<file path="config.mk">
export PLATFORM = sky130hd
export DESIGN_NAME = user_hwreg_reader
export DESIGN_NICKNAME = d
export VERILOG_FILES = /design/src/rtl/user_hwreg_pkg.sv /design/src/rtl/user_hwreg_ctrl.sv /design/src/rtl/user_hwreg_datapath.sv /design/src/rtl/user_hwreg_reader.sv
export SDC_FILE = /design/constraint.sdc
export NUM_CORES = 1
export LEC_CHECK = 0
export ABC_CLOCK_PERIOD_IN_PS = 3200
export BUFFER_PORTS_ARGS = -buffer_cell sky130_fd_sc_hd__buf_2
export CORE_AREA = 3 3 180 182
export CTS_BUF_LIST = sky130_fd_sc_hd__clkbuf_4 sky130_fd_sc_hd__clkbuf_8 sky130_fd_sc_hd__clkbuf_16
export DETAILED_ROUTE_END_ITERATION = 8
export DIE_AREA = 0 0 183 185
export HOLD_SLACK_MARGIN = 0.05
export PLACE_DENSITY = 0.42
export SYNTH_ARGS = -nofsm -noshare
export SYNTH_HDL_FRONTEND = slang
export SYNTH_HIERARCHICAL = 1
export SYNTH_SLANG_ARGS = --single-unit
</file>
<file path="constraint.sdc">
create_clock -name clk -period 3.2 [get_ports clk]
set_clock_uncertainty 0.2 [all_clocks]
set_input_delay 0.32 -clock clk [delete_from_list [all_inputs] [get_ports clk]]
set_output_delay 0.32 -clock clk [all_outputs]
set_load 0.005 [all_outputs]
</file>
<file path="src/rtl/user_hwreg_pkg.sv">
`timescale 1ns/1ps
package user_hwreg_pkg;

  localparam int REG_NUM_W   = 5;
  localparam int SEL_W       = 3;
  localparam int MASK_W      = 1 << REG_NUM_W;
  localparam int CPUNUM_W    = 10;
  localparam int CYCLE_W     = 32;
  localparam int CFG_W       = 32;
  localparam int XCAP_CFG_BIT = 13;

  // register numbers (also the enable-mask bit positions)
  localparam int REG_CPUNUM   = 0;
  localparam int REG_SYNCSTEP = 1;
  localparam int REG_CYCLES   = 2;
  localparam int REG_CNTRES   = 3;
  localparam int REG_PERFCTL  = 4;
  localparam int REG_XCAP     = 5;
  localparam int REG_ULOCAL   = 29;
  localparam int BASE_BITS    = 4;   // registers 0..3 are always maskable

  typedef enum logic [2:0] {
    SRC_CPUNUM,
    SRC_SYNCSTEP,
    SRC_CYCLES,
    SRC_CNTRES,
    SRC_PERFCTL,
    SRC_XCAP,
    SRC_ULOCAL,
    SRC_NONE
  } srcSel_e;

  typedef struct packed {
    logic    maskWrite;
    logic    respLoad;
    logic    faultSet;
    srcSel_e src;
  } ctrlStrobe_t;

endpackage

</file>
<file path="src/rtl/user_hwreg_ctrl.sv">
`timescale 1ns/1ps
module user_hwreg_ctrl
  import user_hwreg_pkg::*;
(
  input  logic                 maskWrEn,
  input  logic                 rdReq,
  input  logic [REG_NUM_W-1:0] rdRegNum,
  input  logic [SEL_W-1:0]     rdSel,
  input  logic                 privMode,
  input  logic                 isaRev6,
  input  logic [MASK_W-1:0]    enMask,
  output ctrlStrobe_t          strobe
);

  logic    implemented;
  logic    revisionOk;
  logic    selectOk;
  logic    accessOk;
  srcSel_e srcPick;

  always_comb begin
    implemented = 1'b1;
    revisionOk  = 1'b1;
    selectOk    = 1'b1;
    srcPick     = SRC_NONE;
    case (int'(rdRegNum))
      REG_CPUNUM:   srcPick = SRC_CPUNUM;
      REG_SYNCSTEP: srcPick = SRC_SYNCSTEP;
      REG_CYCLES:   srcPick = SRC_CYCLES;
      REG_CNTRES:   srcPick = SRC_CNTRES;
      REG_PERFCTL: begin
        srcPick    = SRC_PERFCTL;
        revisionOk = isaRev6;
        selectOk   = (rdSel == '0);
      end
      REG_XCAP: begin
        srcPick    = SRC_XCAP;
        revisionOk = isaRev6;
      end
      REG_ULOCAL:   srcPick = SRC_ULOCAL;
      default:      implemented = 1'b0;
    endcase
  end

  assign accessOk = privMode || enMask[rdRegNum];

  always_comb begin
    strobe.maskWrite = maskWrEn;
    strobe.respLoad  = rdReq;
    strobe.faultSet  = rdReq && !(implemented && revisionOk && selectOk && accessOk);
    strobe.src       = srcPick;
  end

endmodule

</file>
<file path="src/rtl/user_hwreg_datapath.sv">
`timescale 1ns/1ps
module user_hwreg_datapath
  import user_hwreg_pkg::*;
#(
  parameter int XLEN = 64
) (
  input  logic               clk,
  input  logic               rstN,
  input  ctrlStrobe_t        strobe,
  input  logic [MASK_W-1:0]  maskWrData,
  input  logic               featPerfCnt,
  input  logic               featUserLocal,
  input  logic               isaRev6,
  input  logic [CFG_W-1:0]   srcExcBase,
  input  logic [XLEN-1:0]    srcSyncStep,
  input  logic [CYCLE_W-1:0] srcCycleCount,
  input  logic [XLEN-1:0]    srcCountRes,
  input  logic [XLEN-1:0]    srcPerfCtl0,
  input  logic [CFG_W-1:0]   srcCfg5,
  input  logic [XLEN-1:0]    srcUserLocal,
  output logic [MASK_W-1:0]  enMask,
  output logic               rspValid,
  output logic [XLEN-1:0]    rspData,
  output logic               rspFault
);

  localparam int CPUNUM_PAD = XLEN - CPUNUM_W;
  localparam int CYCLE_PAD  = XLEN - CYCLE_W;

  logic [MASK_W-1:0] acceptMask;
  logic [XLEN-1:0]   readVal;
  logic              unusedSrcBits;

  assign unusedSrcBits = ^{srcExcBase[CFG_W-1:CPUNUM_W],
                           srcCfg5[CFG_W-1:XCAP_CFG_BIT+1],
                           srcCfg5[XCAP_CFG_BIT-1:0]};

  // which mask bits this configuration lets software set
  generate
    for (genvar b = 0; b < MASK_W; b++) begin : g_accept
      if (b < BASE_BITS) begin : g_base
        assign acceptMask[b] = 1'b1;
      end else if (b == REG_PERFCTL) begin : g_perf
        assign acceptMask[b] = featPerfCnt && isaRev6;
      end else if (b == REG_XCAP) begin : g_xcap
        assign acceptMask[b] = isaRev6;
      end else if (b == REG_ULOCAL) begin : g_ulocal
        assign acceptMask[b] = featUserLocal;
      end else begin : g_none
        assign acceptMask[b] = 1'b0;
      end
    end
  endgenerate

  always_ff @(posedge clk) begin
    if (!rstN) begin
      enMask <= '0;
    end else if (strobe.maskWrite) begin
      enMask <= maskWrData & acceptMask;
    end
  end

  always_comb begin
    case (strobe.src)
      SRC_CPUNUM:   readVal = {{CPUNUM_PAD{1'b0}}, srcExcBase[CPUNUM_W-1:0]};
      SRC_SYNCSTEP: readVal = srcSyncStep;
      SRC_CYCLES:   readVal = {{CYCLE_PAD{srcCycleCount[CYCLE_W-1]}}, srcCycleCount};
      SRC_CNTRES:   readVal = srcCountRes;
      SRC_PERFCTL:  readVal = srcPerfCtl0;
      SRC_XCAP:     readVal = {{(XLEN-1){1'b0}}, srcCfg5[XCAP_CFG_BIT]};
      SRC_ULOCAL:   readVal = srcUserLocal;
      default:      readVal = '0;
    endcase
  end

  always_ff @(posedge clk) begin
    if (!rstN) begin
      rspValid <= 1'b0;
      rspFault <= 1'b0;
      rspData  <= '0;
    end else begin
      rspValid <= strobe.respLoad;
      rspFault <= strobe.faultSet;
      rspData  <= (strobe.respLoad && !strobe.faultSet) ? readVal : '0;
    end
  end

endmodule

</file>
<file path="src/rtl/user_hwreg_reader.sv">
`timescale 1ns/1ps
module user_hwreg_reader
  import user_hwreg_pkg::*;
#(
  parameter int XLEN = 64
) (
  input  logic            clk,
  input  logic            rstN,
  input  logic            maskWrEn,
  input  logic [31:0]     maskWrData,
  input  logic            featPerfCnt,
  input  logic            featUserLocal,
  input  logic            isaRev6,
  input  logic            rdReq,
  input  logic [4:0]      rdRegNum,
  input  logic [2:0]      rdSel,
  input  logic            privMode,
  input  logic [31:0]     srcExcBase,
  input  logic [XLEN-1:0] srcSyncStep,
  input  logic [31:0]     srcCycleCount,
  input  logic [XLEN-1:0] srcCountRes,
  input  logic [XLEN-1:0] srcPerfCtl0,
  input  logic [31:0]     srcCfg5,
  input  logic [XLEN-1:0] srcUserLocal,
  output logic            rspValid,
  output logic [XLEN-1:0] rspData,
  output logic            rspFault
);

  ctrlStrobe_t       strobe;
  logic [MASK_W-1:0] enMask;

  user_hwreg_ctrl u_ctrl (
    .maskWrEn (maskWrEn),
    .rdReq    (rdReq),
    .rdRegNum (rdRegNum),
    .rdSel    (rdSel),
    .privMode (privMode),
    .isaRev6  (isaRev6),
    .enMask   (enMask),
    .strobe   (strobe)
  );

  user_hwreg_datapath #(.XLEN(XLEN)) u_dp (
    .clk           (clk),
    .rstN          (rstN),
    .strobe        (strobe),
    .maskWrData    (maskWrData),
    .featPerfCnt   (featPerfCnt),
    .featUserLocal (featUserLocal),
    .isaRev6       (isaRev6),
    .srcExcBase    (srcExcBase),
    .srcSyncStep   (srcSyncStep),
    .srcCycleCount (srcCycleCount),
    .srcCountRes   (srcCountRes),
    .srcPerfCtl0   (srcPerfCtl0),
    .srcCfg5       (srcCfg5),
    .srcUserLocal  (srcUserLocal),
    .enMask        (enMask),
    .rspValid      (rspValid),
    .rspData       (rspData),
    .rspFault      (rspFault)
  );

endmodule

</file>
==> results.py, run 1 <==
metrics = {
    "worst_setup_path": {
        "crit_required_ns": 3.27,
        "rr_endpoint": "u_dp/rspData[27]$_SDFF_PN0_",
        "endpoint_kind": "flip-flop",
        "worstPathMaxFanout": 50,
        "path_class": "in2reg",
        "arrival_ns": 2.63,
        "cp-start-kind": "input port",
        "worst-r2r-cell-count": 8,
        "reg2reg_slack_ns": 0.78,
        "timing.rr.start": "u_dp/enMask[29]$_SDFFE_PN0P_",
    },
    "cts": {
        "clkTransAtPathRegs_ns": 0.07,
        "post-cts-setup-buffer-count": 0,
        "cts_max_path_buffers": 2,
        "htree_levels": 3,
        "cts_made_buffers": 9,
        "cts_tree": "done",
        "cts_root_buf": "clkbuf_16",
        "cts.sinks": 73,
        "insertion_delay_ns": 0.34,
        "cts_resized": 0,
    },
    "synthesis": {
        "synthAdderAreaFrac": 0,
        "ys_seq_elements": 73,
        "synthesis.area_um2": 4698,
        "synth_most_common_cell": "a21oi_1",
        "yosysTopAreaCellShare": 0.3111,
        "ys_types": 42,
        "synthXorXnorAreaFrac": 0,
        "yosysWarnings": 6,
        "synthSimpleGateAreaFrac": 0.1164,
        "synth_compound_area_frac": 0.2881,
        "synth.avg_cell_area_um2": 8.185,
        "synth_edf_count": 0,
        "yosysTopAreaCell": "dfxtp_1",
        "synth_top_family_by_area": "compound AO/OA/AOI/OAI gates",
        "synthTopCellsByArea": "dfxtp_1, a21oi_1, a22oi_1",
        "yosysSeqAreaShare": 0.3111,
        "synthMuxAreaShare": 0.1795,
        "synthCells": 574,
        "ys_top_cells_by_count": "a21oi_1, dfxtp_1, a22oi_1",
        "synth_flop_cell": "dfxtp_1",
        "synthArstFlopShare": 0,
    },
    "power_and_ir_drop": {
        "power_density_nw_per_um2": 320.5,
        "p_leak_nw": 3.703,
        "vdd_ir_drop_max_mv": 0.2157,
        "power.total_mw": 2.426,
    },
    "sta": {
        "min_period_over_period": 0.7986,
        "tns_ns": 0,
        "fin_crit_ns": 2.556,
        "drv_slew": 0,
        "max_slew_margin": 0.1988,
        "hold_viol": 0,
        "fmax_mhz": 391.3,
        "setup_violations": 0,
        "rsz0062_at_grt": "false",
        "worst_slew_pin_slew_ns": 1.201,
    },
    "die": {
        "die_y_um": 185,
        "initial_core_util": 0.1528,
        "die-area_um2": 33860,
        "die_w_um": 183,
        "core_area_um2": 30750,
        "io_pins": 466,
        "rows": 64,
    },
    "layout": {
        "final_nets": 1372,
        "drive_gt1_frac": 0.4647,
        "area_growth_syn_to_layout_pct": 61.15,
    },
    "route": {
        "firstDrtPassIters": 5,
        "wl_per_cell_um": 17.46,
        "vias": 5821,
        "dr_wl_met3_um": 1742,
        "drtAntennaViolNets": 0,
        "routed-wl-met2_um": 11780,
        "top_layer": "met5",
        "drt-total-wl_um": 23990,
        "m1WireLength_um": 9940,
        "drc": 0,
        "drt-vias-per-instance": 4.237,
        "dr.first_iter.drc_count": 200,
    },
    "min_path": {
        "min_from": "srcSyncStep[57]",
        "min_path_cells": 3,
        "hold_class": "in2reg",
        "min_to": "u_dp/rspData[57]$_SDFF_PN0_",
    },
    "grt": {
        "grt_pass1_wl_um": 34490,
        "grt_pass1_vias": 6049,
        "track_usage": 0.1337,
        "antenna_found_initial": 1,
        "grt.overflow.total": 0,
        "grt_max_degree": 51,
    },
    "placement": {
        "gp_congestion": 0.7847,
        "dp_hpwl_um": 18450,
        "io_buffers": 387,
    },
    "outcome": {
        "status": "completed",
    },
    "run": {
        "drv_cap": 0,
    },
}
==> state kept, by name (all words and copies together) (netlist names) <==
register,cells
u_dp/enMask,7
u_dp/rspData,64
u_dp/rspValid,1
u_dp/rspFault,1
==> layout make-up <==
cell class,instances,area (um^2)
fillers,3476,23180
multi-input cells,442,2865
repair buffers,442,2460
flip-flops and latches,73,1461
well taps,396,495.5
clock buffers,9,225.2
clock inverters,7,46.29
inverters,4,15.01
diodes,1,2.502
==> metrics by stage <==
| step | hold slack, ns | area, um^2 | util | cells | setup WS (ns) |
|---|---|---|---|---|---|
| after floorplan | 0.2348 | 4788 | - | 598 | 0.8335 |
| after global placement | 0.2580 | 6957 | 0.2262 | 1323 | 0.2673 |
| after detailed placement | 0.2719 | 6957 | 0.2262 | 1323 | 0.2550 |
| after CTS | 0.05085 | 7569 | 0.2461 | 1373 | 0.6252 |
| after global routing | 0.06850 | 7569 | 0.2461 | 1373 | 0.4454 |
| final | 0.06992 | 7571 | 0.2462 | 1374 | 0.6444 |
==> how the worst max path moves through the flow <==
stage	slack, ns	depth (start not counted)	to	start
CTS	0.63	7	u_dp/rspData[18]$_SDFF_PN0_	rdRegNum[0]
finish	0.64	7	u_dp/rspData[18]$_SDFF_PN0_	rdRegNum[0]
global placement	0.27	7	u_dp/rspData[18]$_SDFF_PN0_	rdRegNum[0]
detailed placement	0.25	7	u_dp/rspData[18]$_SDFF_PN0_	rdRegNum[0]
global route	0.45	7	u_dp/rspData[27]$_SDFF_PN0_	rdRegNum[0]
floorplan	0.83	9	u_dp/rspData[11]$_SDFF_PN0_	rdRegNum[0]
==> metal layers <==
metal  track usage  vias to the layer above
met1        0.1565                     2689
met5             0                        -
met4       0.04418                        2
li1              -                     2840
met2        0.2405                      260
met3       0.03181                       30
==> critical path, cell delays in order <==
cell	delay, ns
buf_2	0.19
nor3_1	0.36
a21boi_4	0.12
buf_12	0.22
nor2_2	0.95
a22oi_1	0.24
a21oi_1	0.21
==> cells in the final DEF, fill, tap and decap left out, types with 7 or more instances in the layout <==
| master | n |
|---|---|
| nor2b_1 | 7 |
| a21oi_1 | 133 |
| nor2_1 | 38 |
| buf_4 | 19 |
| nand2_1 | 41 |
| nand2b_1 | 7 |
| dfxtp_1 | 73 |
| mux2i_1 | 40 |
| buf_2 | 387 |
| a31oi_1 | 7 |
| conb_1 | 25 |
| mux2_2 | 15 |
| mux2_1 | 9 |
| a22oi_1 | 54 |
| clkbuf_16 | 9 |
| dlygate4sd3_1 | 34 |
==> report_power, final <==
group          internal [mW]  leakage (nW)  switching, mW  total (mW)
clock                  0.525         0.128          0.455       0.979
sequential             0.919         0.590        0.00352       0.922
combinational          0.283          2.99          0.241       0.525
total                   1.73          3.70          0.699        2.43
==> what timing repair did <==
| action | in CTS | in global routing |
|---|---|---|
| hold buffers | 34 | 0 |
| setup endpoints to repair | 0 | 0 |
| endpoints found under the hold margin | 33 | 0 |
==> logic make-up (layout without fill, tap and decap cells) <==
kind of cell           Yosys count  after routing
buffers and inverters           83            462
and+or+nand+nor                119            119
AOI/OAI and AO/OA              227            227
DFF                             73             73
other                            1             26
muxes                           71             71
No activity file was read; power rests on OpenSTA's default activity.
==> run 2: changes to the inputs <==
Settings changed: ABC_CLOCK_PERIOD_IN_PS 3200 to 2450.
Clock period 3.2 ns to 2.45 ns, I/O delays scaled along.
==> run 2 against run 1 <==
Combinational power grew 68%. Utilization grew 5.4 points. Via count grew 10%. Flip-flop and latch count is the same. Sequential share of layout area shrank 3.5 points. Critical path depth grew 3. Final area grew 22%. Clock-buffer cell count grew 2. Worst setup slack lost 0.52 ns. Worst hold slack lost 0.00057 ns. Global-route usage grew 0.82 points. Power grew 41%. Critical path type unchanged. Largest cell class is now buffers.
==> results.py, run 2 (synthesis results as in run 1) <==
metrics = {
    "power_and_ir_drop": {
        "p_int_mw": 2.456,
        "seqPwrFrac": 0.353,
        "pwr-share-comb": 0.258,
        "p_clk_frac": 0.388,
        "power.total_mw": 3.409,
        "p_sw_frac": 0.2795,
        "p_leak_nw": 4.389,
        "power_density_nw_per_um2": 369.0,
        "vdd_ir_drop_max_mv": 0.2875,
        "power.switching_uw": 952.9,
    },
    "layout": {
        "area_growth_syn_to_layout_pct": 96.67,
        "final_nets": 1529,
        "largest_reg_flops": 64,
        "top_register": "u_dp/rspData",
        "num-fill-cells": 3282,
        "diodes": 0,
        "final_cells": 1530,
        "final_cell_mix": "buf_2, dlygate4sd3_1, a21oi_1",
        "drive_gt1_frac": 0.4339,
        "layout_commonest_cell": "buf_2",
        "reg_top3": "u_dp/rspData (64), u_dp/enMask (7)",
    },
    "cts": {
        "cts_root_buf": "clkbuf_16",
        "post-cts-setup-buffer-count": 0,
        "cts_max_path_buffers": 2,
        "cts.sinks": 73,
        "cts_made_buffers": 9,
        "clkTransAtPathRegs_ns": 0.06,
        "cts_tree": "done",
        "insertion_delay_ns": 0.34,
        "htree_levels": 3,
    },
    "die": {
        "die_w_um": 183,
        "core_area_um2": 30750,
        "io_pins": 466,
        "initial_core_util": 0.1528,
        "die_y_um": 185,
        "rows": 64,
        "die-area_um2": 33860,
    },
    "route": {
        "wl_per_cell_um": 16.86,
        "vias": 6419,
        "firstDrtPassIters": 4,
        "drt-total-wl_um": 25800,
        "drc": 0,
        "dr.first_iter.drc_count": 182,
        "drt-vias-per-instance": 4.195,
        "drtAntennaViolNets": 0,
    },
    "run": {
        "drv_cap": 0,
    },
    "sta": {
        "fin_crit_ns": 2.330,
        "fmax_mhz": 429.1,
        "hold_slack_ns": 0.06935,
        "setup_violations": 0,
        "drv_slew": 0,
        "rsz0062_at_grt": "false",
        "hold_viol": 0,
        "min_period_over_period": 0.9512,
    },
    "grt": {
        "grt_max_degree": 35,
        "grt_pass1_vias": 6799,
        "antenna_found_initial": 1,
        "grt.overflow.total": 0,
        "track_usage": 0.1419,
        "grt_pass1_wl_um": 36950,
    },
    "worst_setup_path": {
        "cp-start-kind": "input port",
        "endpoint_kind": "flip-flop",
        "worstPathMaxFanout": 21,
        "path_class": "in2reg",
        "worst-r2r-cell-count": 9,
        "arrival_ns": 2.36,
        "crit_required_ns": 2.48,
    },
    "outcome": {
        "status": "completed",
    },
    "placement": {
        "gp_congestion": 0.7829,
        "io_buffers": 387,
        "numPlacedInstances": 1355,
        "dp_hpwl_um": 19100,
    },
    "min_path": {
        "hold_class": "in2reg",
        "min_path_cells": 3,
    },
}
[run 2: path summary, 6_finish.rpt]
kind	startpoint	endpoint	slack, ns
worst max-delay path	rdRegNum[1]	u_dp/rspData[28]$_SDFF_PN0_	0.12
worst min-delay path	srcPerfCtl0[10]	u_dp/rspData[10]$_SDFF_PN0_	0.07
worst max register to register	u_dp/enMask[29]$_SDFFE_PN0P_	u_dp/rspData[1]$_SDFF_PN0_	0.18
worst min register to register	u_dp/enMask[4]$_SDFFE_PN0P_	u_dp/enMask[4]$_SDFFE_PN0P_	0.84
[run 2: layout make-up]
class,count,area (um^2),share of cell area
well taps,396,495.5,0.05362
clock inverters,5,37.54,0.004062
repair buffers,599,4083,0.4418
multi-input cells,442,2900,0.3139
inverters,4,15.01,0.001625
flip-flops and latches,73,1463,0.1583
clock buffers,11,246.5,0.02668
[run 2: critical path, cell delays in order]
cell	delay, ns
buf_2	0.13
buf_4	0.15
or3_4	0.49
nand2b_4	0.13
buf_12	0.18
nor2_4	0.06
buf_12	0.14
a22oi_1	0.16
dlygate4sd3_1	0.59
a21oi_1	0.06
[run 2: what timing repair did]
item,4_1_cts,5_1_grt
hold endpoints to repair,63,0
setup endpoints to repair,0,31
resized for setup,0,9
hold buffers,158,0
[run 2: stage by stage]
step	worst slack [ns]	TNS (ns)	util	cell area, um^2
after floorplan	0.1585	0	-	4788
after global placement	-0.1241	-1.665	0.2377	7310
after detailed placement	-0.1648	-2.158	0.2377	7310
after CTS	0.03066	0	0.2984	9175
after global routing	0.003111	0	0.3005	9240
final	0.1196	0	0.3005	9240
[run 2: routing by layer]
metal / routed length [um] / track usage / vias to the layer above
li1: - / - / 3167
met1: 10110 / 0.1584 / 2946
met2: 13410 / 0.2678 / 269
met3: 1724 / 0.03123 / 35
met4: 533 / 0.04509 / 2
met5: 17 / 0 / -
[run 2: power by group through the flow]
stage          Sequential (mW)  Clock, mW  Combinational (mW)
3_5_place_dp              1.23          0               0.692
2_1_floorplan             1.23          0               0.313
6_report                  1.20       1.32               0.881
4_1_cts                   1.20       1.40               0.873
5_1_grt                   1.21       1.43               0.966
3_3_place_gp              1.23          0               0.691
